===== config.mk =====
export PLATFORM = sky130hd
export DESIGN_NAME = sdcmd_issuer
export DESIGN_NICKNAME = d
export VERILOG_FILES = /design/src/rtl/sdcmd_pkg.sv /design/src/rtl/sdcmd_clkgen.sv /design/src/rtl/sdcmd_engine.sv /design/src/rtl/sdcmd_issuer.sv
export SDC_FILE = /design/constraint.sdc
export NUM_CORES = 1
export LEC_CHECK = 0
export BUFFER_PORTS_ARGS = -buffer_cell sky130_fd_sc_hd__buf_2
export CAP_MARGIN = 20
export CORE_ASPECT_RATIO = 0.7
export CORE_MARGIN = 2
export CORE_UTILIZATION = 50
export DETAILED_ROUTE_END_ITERATION = 6
export PLACE_DENSITY_LB_ADDON = 0.08
export SYNTH_ARGS = -nofsm -noshare
export SYNTH_HDL_FRONTEND = slang
export SYNTH_SLANG_ARGS = --single-unit
export TNS_END_PERCENT = 30

===== constraint.sdc =====
create_clock -name clk -period 4.28 [get_ports clk]
set_clock_uncertainty 0.05 [all_clocks]
set_input_delay 0.214 -clock clk [delete_from_list [all_inputs] [get_ports clk]]
set_output_delay 0.214 -clock clk [all_outputs]
set_load 0.02 [all_outputs]

===== src/rtl/sdcmd_pkg.sv =====
`timescale 1ns/1ps
package sdcmd_pkg;

  localparam int FRAME_W = 48;
  localparam int LEN_W   = 8;

  typedef enum logic [1:0] {ST_IDLE, ST_SEND, ST_WAIT, ST_RECV} eng_state_t;

  localparam logic [1:0] CODE_NONE = 2'd0;
  localparam logic [1:0] CODE_OK   = 2'd1;
  localparam logic [1:0] CODE_TOUT = 2'd2;
  localparam logic [1:0] CODE_BAD  = 2'd3;

  // serial CRC7, generator x^7 + x^3 + 1, zero start, MSB first
  function automatic logic [6:0] crc7_of(input logic [39:0] bits);
    logic [6:0] c;
    logic fb;
    c = 7'd0;
    for (int i = 39; i >= 0; i--) begin
      fb = bits[i] ^ c[6];
      c  = {c[5:0], 1'b0};
      if (fb) c = c ^ 7'h09;
    end
    return c;
  endfunction

  function automatic logic [FRAME_W-1:0] build_frame(input logic [5:0] idx,
                                                     input logic [31:0] arg);
    logic [39:0] head;
    head = {2'b01, idx, arg};
    return {head, crc7_of(head), 1'b1};
  endfunction

  function automatic logic idx_supported(input logic [5:0] idx);
    case (idx)
      6'd0, 6'd2, 6'd3, 6'd7, 6'd12, 6'd41: return 1'b1;
      default:                              return 1'b0;
    endcase
  endfunction

  // response length in bits, 0 = no response
  function automatic logic [LEN_W-1:0] resp_len(input logic [5:0] idx);
    case (idx)
      6'd0:    return LEN_W'(0);
      6'd2:    return LEN_W'(136);
      default: return LEN_W'(48);
    endcase
  endfunction

endpackage


===== src/rtl/sdcmd_clkgen.sv =====
`timescale 1ns/1ps
module sdcmd_clkgen #(
  parameter int RATIO_W   = 8,
  parameter int DEF_RATIO = 4
) (
  input  logic               clk,
  input  logic               rst_n,
  input  logic [RATIO_W-1:0] ratio,
  output logic               sd_clk,
  output logic               rise_evt,
  output logic               fall_evt
);
  logic [RATIO_W-1:0] cnt;
  logic [RATIO_W-1:0] half;

  assign half     = ratio >> 1;
  assign sd_clk   = (cnt >= half);
  assign rise_evt = (cnt == half - RATIO_W'(1));  // sd_clk rises at this edge
  assign fall_evt = (cnt >= ratio - RATIO_W'(1)); // sd_clk falls at this edge

  always_ff @(posedge clk) begin
    if (!rst_n)        cnt <= '0;
    else if (fall_evt) cnt <= '0;
    else               cnt <= cnt + RATIO_W'(1);
  end

  AST_EVT_EXCLUSIVE: assert property (@(posedge clk) disable iff (!rst_n)
    !(rise_evt && fall_evt));
  AST_FALL_DROPS_CLK: assert property (@(posedge clk) disable iff (!rst_n)
    fall_evt |=> !sd_clk);
endmodule


===== src/rtl/sdcmd_engine.sv =====
`timescale 1ns/1ps
module sdcmd_engine
  import sdcmd_pkg::*;
#(
  parameter int TIMEOUT = 64,
  parameter int RESP_W  = 136
) (
  input  logic              clk,
  input  logic              rst_n,
  input  logic              rise_evt,
  input  logic              fall_evt,
  input  logic              start,
  input  logic [5:0]        start_idx,
  input  logic [31:0]       start_arg,
  input  logic              cmd_in,
  output logic              cmd_out,
  output logic              cmd_oe,
  output logic              busy,
  output logic [1:0]        code,
  output logic [RESP_W-1:0] resp
);
  localparam int WCNT_W = $clog2(TIMEOUT + 1);
  localparam int BCNT_W = $clog2(FRAME_W + 1);

  eng_state_t          st;
  logic [FRAME_W-1:0]  sh;
  logic [BCNT_W-1:0]   bcnt;
  logic [WCNT_W-1:0]   wcnt;
  logic [LEN_W-1:0]    rcnt;
  logic [LEN_W-1:0]    rlen;
  logic [5:0]          cur_idx;

  // named events for the checks below
  logic launch_ok, launch_bad, send_done, got_start, wait_expire, recv_last;

  assign busy        = (st != ST_IDLE);
  assign rlen        = resp_len(cur_idx);
  assign launch_ok   = start && !busy && idx_supported(start_idx);
  assign launch_bad  = start && !busy && !idx_supported(start_idx);
  assign send_done   = (st == ST_SEND) && fall_evt && (bcnt == BCNT_W'(FRAME_W));
  assign got_start   = (st == ST_WAIT) && rise_evt && !cmd_in;
  assign wait_expire = (st == ST_WAIT) && rise_evt && cmd_in &&
                       (wcnt == WCNT_W'(TIMEOUT - 1));
  assign recv_last   = (st == ST_RECV) && rise_evt && (rcnt == rlen - LEN_W'(1));

  always_ff @(posedge clk) begin
    if (!rst_n) begin
      st      <= ST_IDLE;
      sh      <= '0;
      bcnt    <= '0;
      wcnt    <= '0;
      rcnt    <= '0;
      cur_idx <= '0;
      cmd_out <= 1'b1;
      cmd_oe  <= 1'b0;
      code    <= CODE_NONE;
      resp    <= '0;
    end else begin
      case (st)
        ST_IDLE: begin
          if (launch_ok) begin
            sh      <= build_frame(start_idx, start_arg);
            bcnt    <= '0;
            cur_idx <= start_idx;
            resp    <= '0;
            code    <= CODE_NONE;
            st      <= ST_SEND;
          end else if (launch_bad) begin
            code <= CODE_BAD;
          end
        end
        ST_SEND: begin
          if (fall_evt) begin
            if (!send_done) begin
              cmd_out <= sh[FRAME_W-1];
              cmd_oe  <= 1'b1;
              sh      <= sh << 1;
              bcnt    <= bcnt + BCNT_W'(1);
            end else begin
              cmd_out <= 1'b1;
              cmd_oe  <= 1'b0;
              wcnt    <= '0;
              rcnt    <= '0;
              if (rlen == LEN_W'(0)) begin
                code <= CODE_OK;
                st   <= ST_IDLE;
              end else begin
                st <= ST_WAIT;
              end
            end
          end
        end
        ST_WAIT: begin
          if (got_start) begin
            resp <= {resp[RESP_W-2:0], 1'b0};
            rcnt <= LEN_W'(1);
            st   <= ST_RECV;
          end else if (wait_expire) begin
            code <= CODE_TOUT;
            st   <= ST_IDLE;
          end else if (rise_evt) begin
            wcnt <= wcnt + WCNT_W'(1);
          end
        end
        ST_RECV: begin
          if (rise_evt) begin
            resp <= {resp[RESP_W-2:0], cmd_in};
            rcnt <= rcnt + LEN_W'(1);
            if (recv_last) begin
              code <= CODE_OK;
              st   <= ST_IDLE;
            end
          end
        end
        default: st <= ST_IDLE;
      endcase
    end
  end

  AST_OE_NEEDS_BUSY: assert property (@(posedge clk) disable iff (!rst_n)
    cmd_oe |-> busy);
  AST_LINE_MOVES_ON_FALL: assert property (@(posedge clk) disable iff (!rst_n)
    !fall_evt |=> ($stable(cmd_out) && $stable(cmd_oe)));
  AST_BAD_INDEX_IDLE: assert property (@(posedge clk) disable iff (!rst_n)
    launch_bad |=> (!busy && code == CODE_BAD && !cmd_oe));
  AST_WAIT_BOUNDED: assert property (@(posedge clk) disable iff (!rst_n)
    wait_expire |=> (!busy && code == CODE_TOUT));
  AST_BUSY_HOLDS_IDX: assert property (@(posedge clk) disable iff (!rst_n)
    (busy && start) |=> $stable(cur_idx));
  AST_LAUNCH_SETS_BUSY: assert property (@(posedge clk) disable iff (!rst_n)
    launch_ok |=> busy);
endmodule


===== src/rtl/sdcmd_issuer.sv =====
`timescale 1ns/1ps
module sdcmd_issuer
  import sdcmd_pkg::*;
#(
  parameter int RATIO_W   = 8,
  parameter int DEF_RATIO = 4,
  parameter int TIMEOUT   = 64,
  parameter int RESP_W    = 136
) (
  input  logic        clk,
  input  logic        rst_n,
  input  logic        wr_en,
  input  logic [1:0]  wr_addr,
  input  logic [31:0] wr_data,
  input  logic [2:0]  rd_addr,
  output logic [31:0] rd_data,
  output logic        sd_clk,
  output logic        cmd_out,
  output logic        cmd_oe,
  input  logic        cmd_in
);
  localparam int NWORDS = 4;

  logic [RATIO_W-1:0] ratio;
  logic [31:0]        arg_q;
  logic               rise_evt, fall_evt, busy, start, ratio_we;
  logic [5:0]         start_idx;
  logic [1:0]         code;
  logic [RESP_W-1:0]  resp;
  logic [31:0]        words [NWORDS];

  assign ratio_we  = wr_en && (wr_addr == 2'd0) && !busy &&
                     (wr_data[RATIO_W-1:0] >= RATIO_W'(2));
  assign start     = wr_en && (wr_addr == 2'd2);
  // values that do not fit the 6-bit field map to an unsupported index
  assign start_idx = (wr_data[31:6] == '0) ? wr_data[5:0] : 6'd63;

  always_ff @(posedge clk) begin
    if (!rst_n) begin
      ratio <= RATIO_W'(DEF_RATIO);
      arg_q <= '0;
    end else begin
      if (ratio_we) ratio <= wr_data[RATIO_W-1:0];
      if (wr_en && wr_addr == 2'd1) arg_q <= wr_data;
    end
  end

  sdcmd_clkgen #(.RATIO_W(RATIO_W), .DEF_RATIO(DEF_RATIO)) u_clkgen (
    .clk(clk), .rst_n(rst_n), .ratio(ratio),
    .sd_clk(sd_clk), .rise_evt(rise_evt), .fall_evt(fall_evt)
  );

  sdcmd_engine #(.TIMEOUT(TIMEOUT), .RESP_W(RESP_W)) u_engine (
    .clk(clk), .rst_n(rst_n), .rise_evt(rise_evt), .fall_evt(fall_evt),
    .start(start), .start_idx(start_idx), .start_arg(arg_q),
    .cmd_in(cmd_in), .cmd_out(cmd_out), .cmd_oe(cmd_oe),
    .busy(busy), .code(code), .resp(resp)
  );

  for (genvar k = 0; k < NWORDS; k++) begin : g_word
    assign words[k] = resp[8 + 32*k +: 32];
  end

  always_comb begin
    case (rd_addr)
      3'd0:    rd_data = {busy, 29'd0, code};
      3'd1:    rd_data = words[0];
      3'd2:    rd_data = words[1];
      3'd3:    rd_data = words[2];
      3'd4:    rd_data = words[3];
      default: rd_data = '0;
    endcase
  end

  AST_RATIO_FLOOR: assert property (@(posedge clk) disable iff (!rst_n)
    (wr_en && wr_addr == 2'd0 && wr_data[RATIO_W-1:0] < RATIO_W'(2)) |=> $stable(ratio));
  AST_RATIO_FROZEN_BUSY: assert property (@(posedge clk) disable iff (!rst_n)
    (busy && wr_en && wr_addr == 2'd0) |=> $stable(ratio));
endmodule


==> qor.json, run 1 <==
{
  "run_status": "finished clean",
  "timing.critical_path.arrival_ns": 4.09,
  "area_taken_by_flip_flops_and_latches_mm2": 0.005309,
  "final_min_period_over_clock_period_pct": 86.20,
  "maxClockFrequency_mhz": 271.0,
  "power_per_cell_area_mw_per_mm2": 398.6,
  "setup.worst_path.class": "register to register",
  "detailedRoute.firstPassIterationCount": 5,
  "vias_per_cell": 5.626,
  "worstSetupEndpointType": "register",
  "ys_top_cells_by_area": "sky130_fd_sc_hd__dfxtp_1 42%, sky130_fd_sc_hd__nand2_1 10%, sky130_fd_sc_hd__a21oi_1 7.6%",
  "design.die.area_mm2": 0.02675,
  "crit-reg2reg-launch": "ratio[2]",
  "setup_tns_ns": 0,
  "finalSetupViolCount": 0,
  "die_x_um": 194.6,
  "cts_max_path_buffers": 3,
  "relSlewSlack_pct": 30.35,
  "synth-seq-area-share_pct": 41.71,
  "regToRegEndpoint": "u_engine.bcnt[5]",
  "grt_pass1_vias": 10040,
  "total_grt_usage_pct": 23.30,
  "drc_violations": 0,
  "holdCritPathClass": "input port to register",
  "layout-drive-gt1-share_pct": 10.18,
  "worst_reg2reg_setup_slack_ns": 0.59,
  "yosysWarningCount": 0,
  "clock-sinks": 265,
  "syn2layout_area_growth_pct": 13.10,
  "final_net_count": 1695,
  "edff_count_synth": 0,
  "instances_no_fill": 1975,
  "tritoncts": "built",
  "design.portCount": 76,
  "worstPathRequired_ns": 4.68,
  "synth_area_leader_cell": "sky130_fd_sc_hd__dfxtp_1",
  "insertion_delay_ns": 0.53,
  "ys_ff_latch": 265,
  "grt_pass1_wl_um": 52130,
  "period_minus_slack_ns": 3.690,
  "synth.net_count": 1674,
  "die_h_um": 137.4,
  "timing.final.max_slew_violations": 0,
  "place.gp.congestion": 0.8494,
  "p_leak_uw": 0.005033,
  "max_slew.worst_pin.slew_ns": 1.045,
  "htree_num_levels": 1,
  "yosysMostFrequentCell": "sky130_fd_sc_hd__nand2_1",
  "grt_max_degree": 104,
  "avgRoutedWirePerCell_um": 16.15,
  "synthesis.area_per_instance_um2": 7.900,
  "via_count": 11110,
  "place.detailed.instances": 1895,
  "placementRows": 48,
  "worst-path-max-fanout": 17,
  "num_antenna_cells": 0,
  "async_flop_share_pct": 0,
  "reg2reg_depth": 12,
  "post_cts_hold_buffer_count": 32,
  "ant_nets": 0,
  "critical_path_launch_point": "ratio[2]",
  "n_fill_cell": 2310,
  "rsz0062_at_grt": "false",
  "port_buffer_cells": 75,
  "detailed_route_wire_length_um": 31900,
  "number_of_cts_inserted_buffers": 26,
  "crit_end": "u_engine.bcnt[5]",
  "synth.cell_area_mm2": 0.01272,
  "place.detailed.hpwl_um": 19850,
  "critical_path.startpoint_type": "register",
  "cap_viol_max_count": 0,
  "grt_antenna_before_repair": 0,
  "multiInputGateArea_mm2": 0.006855,
  "post_cts.repair.setup_buffers": 0,
  "irDropWorstVdd_v": 0.0003060,
  "cts_root_buffer": "sky130_fd_sc_hd__clkbuf_16",
  "syn-instance-count": 1610,
  "timing_hold_violations_final": 0,
  "grt.overflow.total": 0,
  "start_util_pct": 51.28,
  "synth_top_cells_by_count": "345 x sky130_fd_sc_hd__nand2_1, 265 x sky130_fd_sc_hd__dfxtp_1, 194 x sky130_fd_sc_hd__a21oi_1",
  "post_synth_num_cell_types": 70,
  "core_area_mm2": 0.02480,
  "1st_iter_drt_viols": 1012,
  "ys.flop_type": "sky130_fd_sc_hd__dfxtp_1",
  "cts.clk_slew.worst_paths_ns": 0.06,
  "cts-resized-gates": 0,
  "synth_top_area_share_pct": 41.71
}
[state kept, by name, summed over array words and instances, names as in the netlist]
| register | count |
|---|---|
| arg_q | 32 |
| ratio | 8 |
| u_clkgen.cnt | 8 |
| u_engine.bcnt | 6 |
| u_engine.cmd_oe | 1 |
| u_engine.cmd_out | 1 |
| u_engine.code | 2 |
| u_engine.cur_idx | 6 |
| u_engine.rcnt | 8 |
| u_engine.resp | 136 |
| u_engine.sh | 48 |
| u_engine.st | 2 |
| u_engine.wcnt | 7 |
[final cells by class]
| cell class | instances | share of cell area, % |
|---|---|---|
| Clock buffer | 37 | 5.305 |
| Tap cell | 325 | 2.827 |
| Clock inverter | 10 | 0.7914 |
| Sequential cell | 265 | 36.90 |
| Timing Repair Buffer | 124 | 6.071 |
| Multi-Input combinational cell | 1198 | 47.65 |
| Inverter | 16 | 0.4523 |
[through the flow]
stage | utilization [%] | total power [µW] | area, µm² | setup WS, ns | hold WS, ns
after floorplan | - | 3238 | 12720 | 1.189 | 0.3000
after global placement | 53.09 | 3411 | 13170 | 0.7403 | 0.3881
after detailed placement | 53.09 | 3424 | 13170 | 0.6526 | 0.3904
after CTS | 57.92 | 5787 | 14370 | 0.6216 | 0.003155
after global routing | 58.00 | 5981 | 14390 | 0.2633 | 0.02930
final | 58.00 | 5735 | 14390 | 0.5905 | 0.03007
[kinds of logic after synthesis]
| logic type | synth area share (%) |
|---|---|
| compound gates | 18.74 |
| buf+inv | 4.761 |
| xor+xnor | 7.987 |
| mux | 0.9640 |
| flops | 41.71 |
| fa+ha+maj | 2.262 |
| simple gates | 23.58 |
[worst min-delay path by stage]
stage	to	from	slack [ns]	depth (start not counted)
after floorplan	arg_q[18]	wr_data[18]	0.30	2
after global placement	u_engine.cur_idx[5]	u_engine.cur_idx[5]	0.39	2
after detailed placement	u_engine.cur_idx[5]	u_engine.cur_idx[5]	0.39	2
after CTS	arg_q[3]	wr_data[3]	0.003	3
after global routing	arg_q[3]	wr_data[3]	0.03	3
final	arg_q[3]	wr_data[3]	0.03	3
[cells in the final DEF, fill, tap and decap left out, drive strengths merged, types with 24 or more instances in the layout]
| master | Yosys | routed |
|---|---|---|
| nand2 | 345 | 345 |
| dfxtp | 265 | 265 |
| a21oi | 194 | 194 |
| nand3 | 153 | 153 |
| nor2 | 98 | 98 |
| buf | 35 | 92 |
| xnor2 | 66 | 66 |
| a22oi | 65 | 65 |
| clkbuf | 96 | 37 |
| a311oi | 32 | 32 |
| dlygate4sd3 | 0 | 32 |
| xor2 | 28 | 28 |
| o21ai | 24 | 24 |
[layer usage]
layer / part of all wire, % / vias to the layer above / routed length [µm] / global-route usage [%]
met1: 53 / 5236 / 17050 / 36.69
met3: 4.1 / 31 / 1299 / 2.595
met4: 1.5 / 0 / 482 / 5.128
li1: - / 5624 / - / -
met2: 41 / 221 / 13070 / 33.69
met5: 0 / - / 0 / 0
[where the power goes]
group / internal [µW] / switching, µW / total [µW]
clock network: 1360 / 970 / 2330
registers: 2530 / 75.0 / 2610
logic: 325 / 466 / 791
[critical path: stages (launching register included)]
cell and delay (ns):
sky130_fd_sc_hd__dfxtp_1 0.36, sky130_fd_sc_hd__inv_1 0.18, sky130_fd_sc_hd__ha_1 0.29, sky130_fd_sc_hd__a21boi_0 0.38, sky130_fd_sc_hd__nand2_1 0.12, sky130_fd_sc_hd__xnor2_1 0.14
sky130_fd_sc_hd__ha_1 0.30, sky130_fd_sc_hd__nand2_1 0.05, sky130_fd_sc_hd__o21ai_0 0.25, sky130_fd_sc_hd__nand2_1 0.41, sky130_fd_sc_hd__a21o_4 0.42, sky130_fd_sc_hd__or4_1 0.51
sky130_fd_sc_hd__a21oi_1 0.15
Note: power is estimated with default switching activity, not from simulation.
==> run 2, diff against run 1 <==
--- a/config.mk
+++ b/config.mk
@@ -9,7 +9,7 @@
 export CAP_MARGIN = 20
 export CORE_ASPECT_RATIO = 0.7
 export CORE_MARGIN = 2
-export CORE_UTILIZATION = 50
+export CORE_UTILIZATION = 35
 export DETAILED_ROUTE_END_ITERATION = 6
 export PLACE_DENSITY_LB_ADDON = 0.08
 export SYNTH_ARGS = -nofsm -noshare
==> constraint.sdc (replaced) <==
create_clock -name clk -period 4.7 [get_ports clk]
set_clock_uncertainty 0.05 [all_clocks]
set_input_delay 0.235 -clock clk [delete_from_list [all_inputs] [get_ports clk]]
set_output_delay 0.235 -clock clk [all_outputs]
set_load 0.02 [all_outputs]
==> run 2 against run 1 <==
Via count about the same. First-iteration DRC count down 17%. Design area up 1.7%. Clock power down 3%. Utilization down 17 points. Largest cell class unchanged. Clock-buffer cell count up 9. Final cell count up 8.3%. Worst setup slack better by 0.38 ns. Worst hold slack better by 0.0045 ns.
==> qor.json, run 2 (synthesized netlist as in run 1, its figures left out) <==
{
  "worst-path-max-fanout": 17,
  "layout-drive-gt1-share_pct": 10.43,
  "n_fill_cell": 3709,
  "regToRegEndpoint": "u_engine.bcnt[5]",
  "setup.worst_path.class": "register to register",
  "worst-path-buf-inv": 1,
  "cpPeakStageDelay_ns": 0.51,
  "htree_num_levels": 1,
  "multiInputGateArea_mm2": 0.006855,
  "timing_hold_violations_final": 0,
  "worst_path_dominant_cell_family": "compound AO/OA/AOI/OAI gates",
  "cellInternalPower_uw": 3919,
  "whs_path_depth": 3,
  "layout_common_cells": "344 x sky130_fd_sc_hd__nand2_1, 264 x sky130_fd_sc_hd__dfxtp_1, 193 x sky130_fd_sc_hd__a21oi_1",
  "most_common_cell_after_layout_fill_and_taps_aside": "sky130_fd_sc_hd__nand2_1",
  "placementRows": 58,
  "worstSetupEndpointType": "register",
  "detailed_route_wire_length_um": 34760,
  "worstPathCellList": "inv_1, ha_1, a21boi_0, nand2_1, xnor2_1, ha_1, nand2_1, o21ai_0, nand2_1, a21o_4, or4_1, a21oi_1",
  "tritoncts": "built",
  "avgRoutedWirePerCell_um": 16.26,
  "maxClockFrequency_mhz": 268.2,
  "grt_max_degree": 112,
  "timing.critical_path.arrival_ns": 4.16,
  "irDropWorstVdd_v": 0.0002331,
  "area_taken_by_flip_flops_and_latches_mm2": 0.005309,
  "design.portCount": 76,
  "place.detailed.instances": 2054,
  "period_minus_slack_ns": 3.729,
  "instances_no_fill": 2138,
  "relSlewSlack_pct": 30.04,
  "setup_slack_ns": 0.9708,
  "comb_power_share_pct": 13.7,
  "timing.final.max_slew_violations": 0,
  "power.switching_fraction_pct": 27.01,
  "reg2reg_depth": 12,
  "worst_reg2reg_setup_slack_ns": 0.97,
  "detailedRoute.firstPassIterationCount": 5,
  "cap_viol_max_count": 0,
  "place.detailed.hpwl_um": 21840,
  "largestRegisters": "u_engine.resp: 136 flops, u_engine.sh: 48 flops, arg_q: 32 flops",
  "grt_pass1_wl_um": 56170,
  "worstPathRequired_ns": 5.13,
  "via_count": 11110,
  "largest_register_ffs": 136,
  "place.gp.congestion": 0.8077,
  "net-switching-power_uw": 1450,
  "hp-start": "wr_data[3]",
  "p_leak_uw": 0.005066,
  "num_antenna_cells": 0,
  "grt.overflow.total": 0,
  "cpMaxStageDelayCell": "sky130_fd_sc_hd__or4_1",
  "run_status": "finished clean",
  "top_register": "u_engine.resp",
  "clock-sinks": 265,
  "insertion_delay_ns": 0.56,
  "setup_tns_ns": 0,
  "vias_per_cell": 5.197,
  "final_min_period_over_clock_period_pct": 79.35,
  "cts_max_path_buffers": 3,
  "sink_of_the_worst_hold_path": "arg_q[3]",
  "grt_antenna_before_repair": 0,
  "core_area_mm2": 0.03585,
  "design.die.area_mm2": 0.03791,
  "cts.clk_slew.worst_paths_ns": 0.06,
  "total_grt_usage_pct": 18.02,
  "critPathMostFrequentCell": "sky130_fd_sc_hd__nand2_1",
  "start_util_pct": 35.48,
  "1st_iter_drt_viols": 838,
  "pre_cts_slack_ns": 1.036,
  "crit-reg2reg-launch": "ratio[2]",
  "port_buffer_cells": 75,
  "grt_pass1_vias": 10200,
  "drc_violations": 0,
  "syn2layout_area_growth_pct": 15.01,
  "fin_hold_ws_ns": 0.03456,
  "final_net_count": 1700,
  "finalSetupViolCount": 0,
  "p_clk_share_pct": 42.2,
  "holdCritPathClass": "input port to register",
  "postLayoutCoreUtil_pct": 40.81,
  "power_per_cell_area_mw_per_mm2": 367.0,
  "sequential_group_share_of_total_power_pct": 44.1,
  "die_x_um": 231.9,
  "cts_root_buffer": "sky130_fd_sc_hd__clkbuf_16",
  "ant_nets": 0,
  "critical_path.startpoint_type": "register",
  "rsz0062_at_grt": "false",
  "die_h_um": 163.5,
  "max_slew.worst_pin.slew_ns": 1.049,
  "number_of_cts_inserted_buffers": 29
}
==> run 2: worst min-delay path, stage by stage <==
cell                      delay, ns
sky130_fd_sc_hd__buf_2         0.21
sky130_fd_sc_hd__nand2_1       0.10
sky130_fd_sc_hd__a21oi_1       0.06
==> run 2: repair_timing <==
item | CTS | global route
hold endpoints to repair | 35 | 0
setup endpoints to repair | 0 | 0
resized for setup | 0 | 0
buffers inserted | 0 | 0
hold buffers | 31 | 0
==> run 2: worst max path at each step <==
stage,startpoint,end,slack (ns),cells past startpoint
floorplan,ratio[2],u_engine.rcnt[2],1.61,13
global placement,ratio[2],u_engine.bcnt[5],1.13,12
detailed placement,ratio[2],u_engine.bcnt[5],1.04,12
CTS,ratio[2],u_engine.bcnt[5],1.01,12
global route,ratio[2],u_engine.bcnt[5],0.60,12
finish,ratio[2],u_engine.bcnt[5],0.97,12
==> run 2: metrics by stage <==
step	cell area (µm²)	power, µW
5_1_grt	14630	5621
3_3_place_gp	13380	3132
2_1_floorplan	12720	2949
6_report	14630	5369
3_5_place_dp	13380	3136
4_1_cts	14630	5441
==> run 2: area by class of cell <==
| cell class | count | area share, % |
|---|---|---|
| Clock buffer | 46 | 5.944 |
| Sequential cell | 265 | 36.29 |
| Timing Repair Buffer | 126 | 5.884 |
| Multi-Input combinational cell | 1198 | 46.86 |
| Inverter | 16 | 0.4447 |
| Clock inverter | 7 | 0.4704 |
| Tap cell | 480 | 4.105 |
==> run 2: per-layer routing <==
layer	vias to the layer above	share of wire [%]	track usage (%)
li1	5641	-	-
met1	5250	55	28.37
met2	182	40	25.83
met3	38	3.7	2.619
met4	0	1.4	2.972
met5	-	0	0
==> run 2: power groups by stage <==
stage | Sequential [µW] | Clock (µW) | Combinational, µW
2_1_floorplan | 2390 | 0 | 557
3_3_place_gp | 2410 | 0 | 719
3_5_place_dp | 2410 | 0 | 722
4_1_cts | 2360 | 2330 | 743
5_1_grt | 2370 | 2430 | 817
6_report | 2370 | 2270 | 738
==> run 3, diff against run 2 <==
--- a/config.mk
+++ b/config.mk
@@ -5,6 +5,7 @@
 export SDC_FILE = /design/constraint.sdc
 export NUM_CORES = 1
 export LEC_CHECK = 0
+export ABC_AREA = 1
 export BUFFER_PORTS_ARGS = -buffer_cell sky130_fd_sc_hd__buf_2
 export CAP_MARGIN = 20
 export CORE_ASPECT_RATIO = 0.7
==> constraint.sdc (replaced) <==
create_clock -name clk -period 3.4 [get_ports clk]
set_clock_uncertainty 0.05 [all_clocks]
set_input_delay 0.17 -clock clk [delete_from_list [all_inputs] [get_ports clk]]
set_output_delay 0.17 -clock clk [all_outputs]
set_load 0.02 [all_outputs]
==> run 3 against run 2 <==
Register-to-register slack got worse by 0.72 ns. Synthesized area increased by 5.1%. Worst hold slack got worse by 0.021 ns. Worst setup slack got worse by 0.72 ns. Via count is 15% higher. Sequential share of layout area fell by 4.2 points. Combinational power increased to 5.4 times the previous value. First-iteration DRC count is 16% higher. Utilization up 3.5 points. Global-route usage rose by 1.3 points. Clock power rose by 47%. Critical path type is now input port to register. Critical endpoint is now u_engine.sh[1].
==> qor.json, run 3 <==
{
  "run_status": "finished clean",
  "synth.cell_area_mm2": 0.01337,
  "fin_hold_ws_ns": 0.01368,
  "layout.cell_area.non_filler_mm2": 0.01658,
  "top_register": "u_engine.resp",
  "final_min_period_over_clock_period_pct": 92.60,
  "place.detailed.hpwl_um": 26850,
  "layout-drive-gt1-share_pct": 21.05,
  "synth_area_leader_cell": "sky130_fd_sc_hd__dfxtp_1",
  "detailed_route_wire_length_um": 40050,
  "yosysMostFrequentCell": "sky130_fd_sc_hd__nand2_1",
  "ant_nets": 0,
  "irDropWorstVdd_v": 0.0003226,
  "insertion_delay_ns": 0.56,
  "period_minus_slack_ns": 3.148,
  "grt_max_degree": 80,
  "max_slew.worst_pin.slew_ns": 0.8713,
  "relSlewSlack_pct": 41.91,
  "cpPeakStageDelay_ns": 0.55,
  "worst-path-max-fanout": 4,
  "syn-instance-count": 1845,
  "async_flop_share_pct": 0,
  "design.portCount": 76,
  "clock-sinks": 265,
  "vias_per_cell": 5.153,
  "cts_root_buffer": "sky130_fd_sc_hd__clkbuf_16",
  "place.gp.congestion": 0.8584,
  "worst_path_dominant_cell_family": "simple AND/OR/NAND/NOR gates",
  "worstSetupEndpointType": "register",
  "cellInternalPower_uw": 7028,
  "holdCritPathClass": "input port to register",
  "net-switching-power_uw": 4155,
  "sequential_group_share_of_total_power_pct": 34.3,
  "num_antenna_cells": 0,
  "placementRows": 59,
  "1st_iter_drt_viols": 975,
  "cts.clk_slew.worst_paths_ns": 0.07,
  "maxClockFrequency_mhz": 317.6,
  "postPlaceCellArea_mm2": 0.01466,
  "avgRoutedWirePerCell_um": 16.19,
  "power.switching_fraction_pct": 37.15,
  "power_per_cell_area_mw_per_mm2": 674.6,
  "largest_register_ffs": 136,
  "timing.critical_path.arrival_ns": 3.53,
  "p_leak_uw": 0.006591,
  "die_x_um": 237.6,
  "detailedRoute.firstPassIterationCount": 5,
  "ys.flop_type": "sky130_fd_sc_hd__dfxtp_1",
  "synth.net_count": 1909,
  "ys_top_cells_by_area": "sky130_fd_sc_hd__dfxtp_1 40%, sky130_fd_sc_hd__nand2_1 11%, sky130_fd_sc_hd__a21oi_1 8.0%",
  "final_net_count": 2030,
  "worst-path-buf-inv": 9,
  "timing.final.max_slew_violations": 0,
  "instances_no_fill": 2474,
  "grt_antenna_before_repair": 0,
  "tritoncts": "built",
  "comb_power_share_pct": 35.9,
  "grt_pass1_vias": 11780,
  "layout_common_cells": "325 x sky130_fd_sc_hd__nand2_1, 262 x sky130_fd_sc_hd__dfxtp_1, 212 x sky130_fd_sc_hd__a21oi_1",
  "core_area_mm2": 0.03743,
  "synthesis.area_per_instance_um2": 7.247,
  "die_h_um": 167.5,
  "cts_max_path_buffers": 3,
  "drc_violations": 0,
  "design.die.area_mm2": 0.03981,
  "largestRegisters": "u_engine.resp: 136 flops, u_engine.sh: 48 flops, arg_q: 32 flops",
  "cap_viol_max_count": 0,
  "yosysWarningCount": 0,
  "number_of_cts_inserted_buffers": 29,
  "setup.worst_path.class": "input port to register",
  "htree_num_levels": 1,
  "ys_ff_latch": 265,
  "port_buffer_cells": 75,
  "cpMaxStageDelayCell": "sky130_fd_sc_hd__dlygate4sd3_1",
  "edff_count_synth": 0,
  "synth-seq-area-share_pct": 39.67,
  "critPathMostFrequentCell": "sky130_fd_sc_hd__nand2_2",
  "via_count": 12750,
  "timing_hold_violations_final": 0,
  "critical_path.startpoint_type": "input port",
  "total_grt_usage_pct": 19.35,
  "synth_top_area_share_pct": 39.67,
  "p_clk_share_pct": 29.9,
  "start_util_pct": 35.73,
  "place.detailed.instances": 2385,
  "finalSetupViolCount": 0,
  "most_common_cell_after_layout_fill_and_taps_aside": "sky130_fd_sc_hd__nand2_1",
  "syn2layout_area_growth_pct": 23.98,
  "worstPathRequired_ns": 3.78,
  "grt.overflow.total": 0,
  "grt_pass1_wl_um": 63800,
  "post_synth_num_cell_types": 50,
  "synth_top_cells_by_count": "402 x sky130_fd_sc_hd__nand2_1, 265 x sky130_fd_sc_hd__dfxtp_1, 215 x sky130_fd_sc_hd__a21oi_1"
}
## run 3: changes by cell type after synthesis, moves of 30 or more
cell                       change
sky130_fd_sc_hd__o21ai_0      +79
sky130_fd_sc_hd__a211oi_2     +58
sky130_fd_sc_hd__a311oi_1     -31
sky130_fd_sc_hd__a31oi_1      +30
sky130_fd_sc_hd__nand2_1      +57
sky130_fd_sc_hd__a22oi_1      -65
sky130_fd_sc_hd__xnor2_1      -58
sky130_fd_sc_hd__inv_1       +188
## run 3: kinds of logic after synthesis
kind of cell	after synthesis	synth area share [%]
compound gates	511	25.01
xor+xnor	21	1.375
fa+ha+maj	23	2.152
buf+inv	319	9.563
flops	265	39.67
simple gates	706	22.22
## run 3: per-stage QoR
| stage | util [%] | power, µW | TNS [ns] | worst slack, ns |
|---|---|---|---|---|
| floorplan | - | 6534 | 0 | 0.1928 |
| detailed placement | 39.16 | 7542 | -3.136 | -0.2983 |
| global route | 44.30 | 11910 | -0.01307 | -0.01303 |
| finish | 44.30 | 11180 | 0 | 0.2516 |
| global placement | 39.16 | 7526 | -2.800 | -0.2751 |
| CTS | 42.73 | 10970 | 0 | 0.01380 |
## run 3: cell type report
cell class	count	area, µm²
Fill cell	3843	20850
Multi-Input combinational cell	1261	7321
Sequential cell	265	5314
Timing Repair Buffer	199	1525
Clock buffer	47	934.6
Inverter	210	803.3
Tap cell	488	610.6
Clock inverter	4	70.07
## run 3: worst min-delay path: stages
cell and delay, ns:
sky130_fd_sc_hd__buf_2 0.10, sky130_fd_sc_hd__buf_4 0.10, sky130_fd_sc_hd__o21ai_0 0.09, sky130_fd_sc_hd__a21oi_1 0.12
## run 3: final timing paths
kind | from | to | slack, ns | cells after the start
worst max register to register | ratio[1] | u_engine.rcnt[4] | 0.25 | 23
worst max-delay path | wr_data[14] | u_engine.sh[1] | 0.25 | 36
worst min-delay path | wr_data[11] | arg_q[11] | 0.01 | 4
worst min register to register | u_engine.cur_idx[4] | u_engine.cur_idx[4] | 0.38 | 2
## run 3: per-layer routing
metal | vias up | part of all wire (%) | track usage (%)
met1 | 5982 | 55 | 31.32
met4 | 0 | 1.6 | 3.746
met3 | 39 | 4.2 | 2.737
li1 | 6502 | - | -
met5 | - | 0 | 0
met2 | 226 | 39 | 26.57
## run 3: what timing repair did
item | CTS | global route
hold endpoints to repair | 30 | 0
hold buffers | 30 | 0
resized for setup | 7 | 150
pin swaps | 1 | 45
buffers inserted | 1 | 6
cloned | 0 | 2
setup endpoints to repair | 53 | 94
## run 3: power groups by stage
stage,registers (µW),clock network [µW],logic [µW]
final,3830,3340,4010
after floorplan,3820,0,2710
after detailed placement,3890,0,3650
after global placement,3890,0,3630
after global routing,3890,3570,4440
after CTS,3830,3420,3720
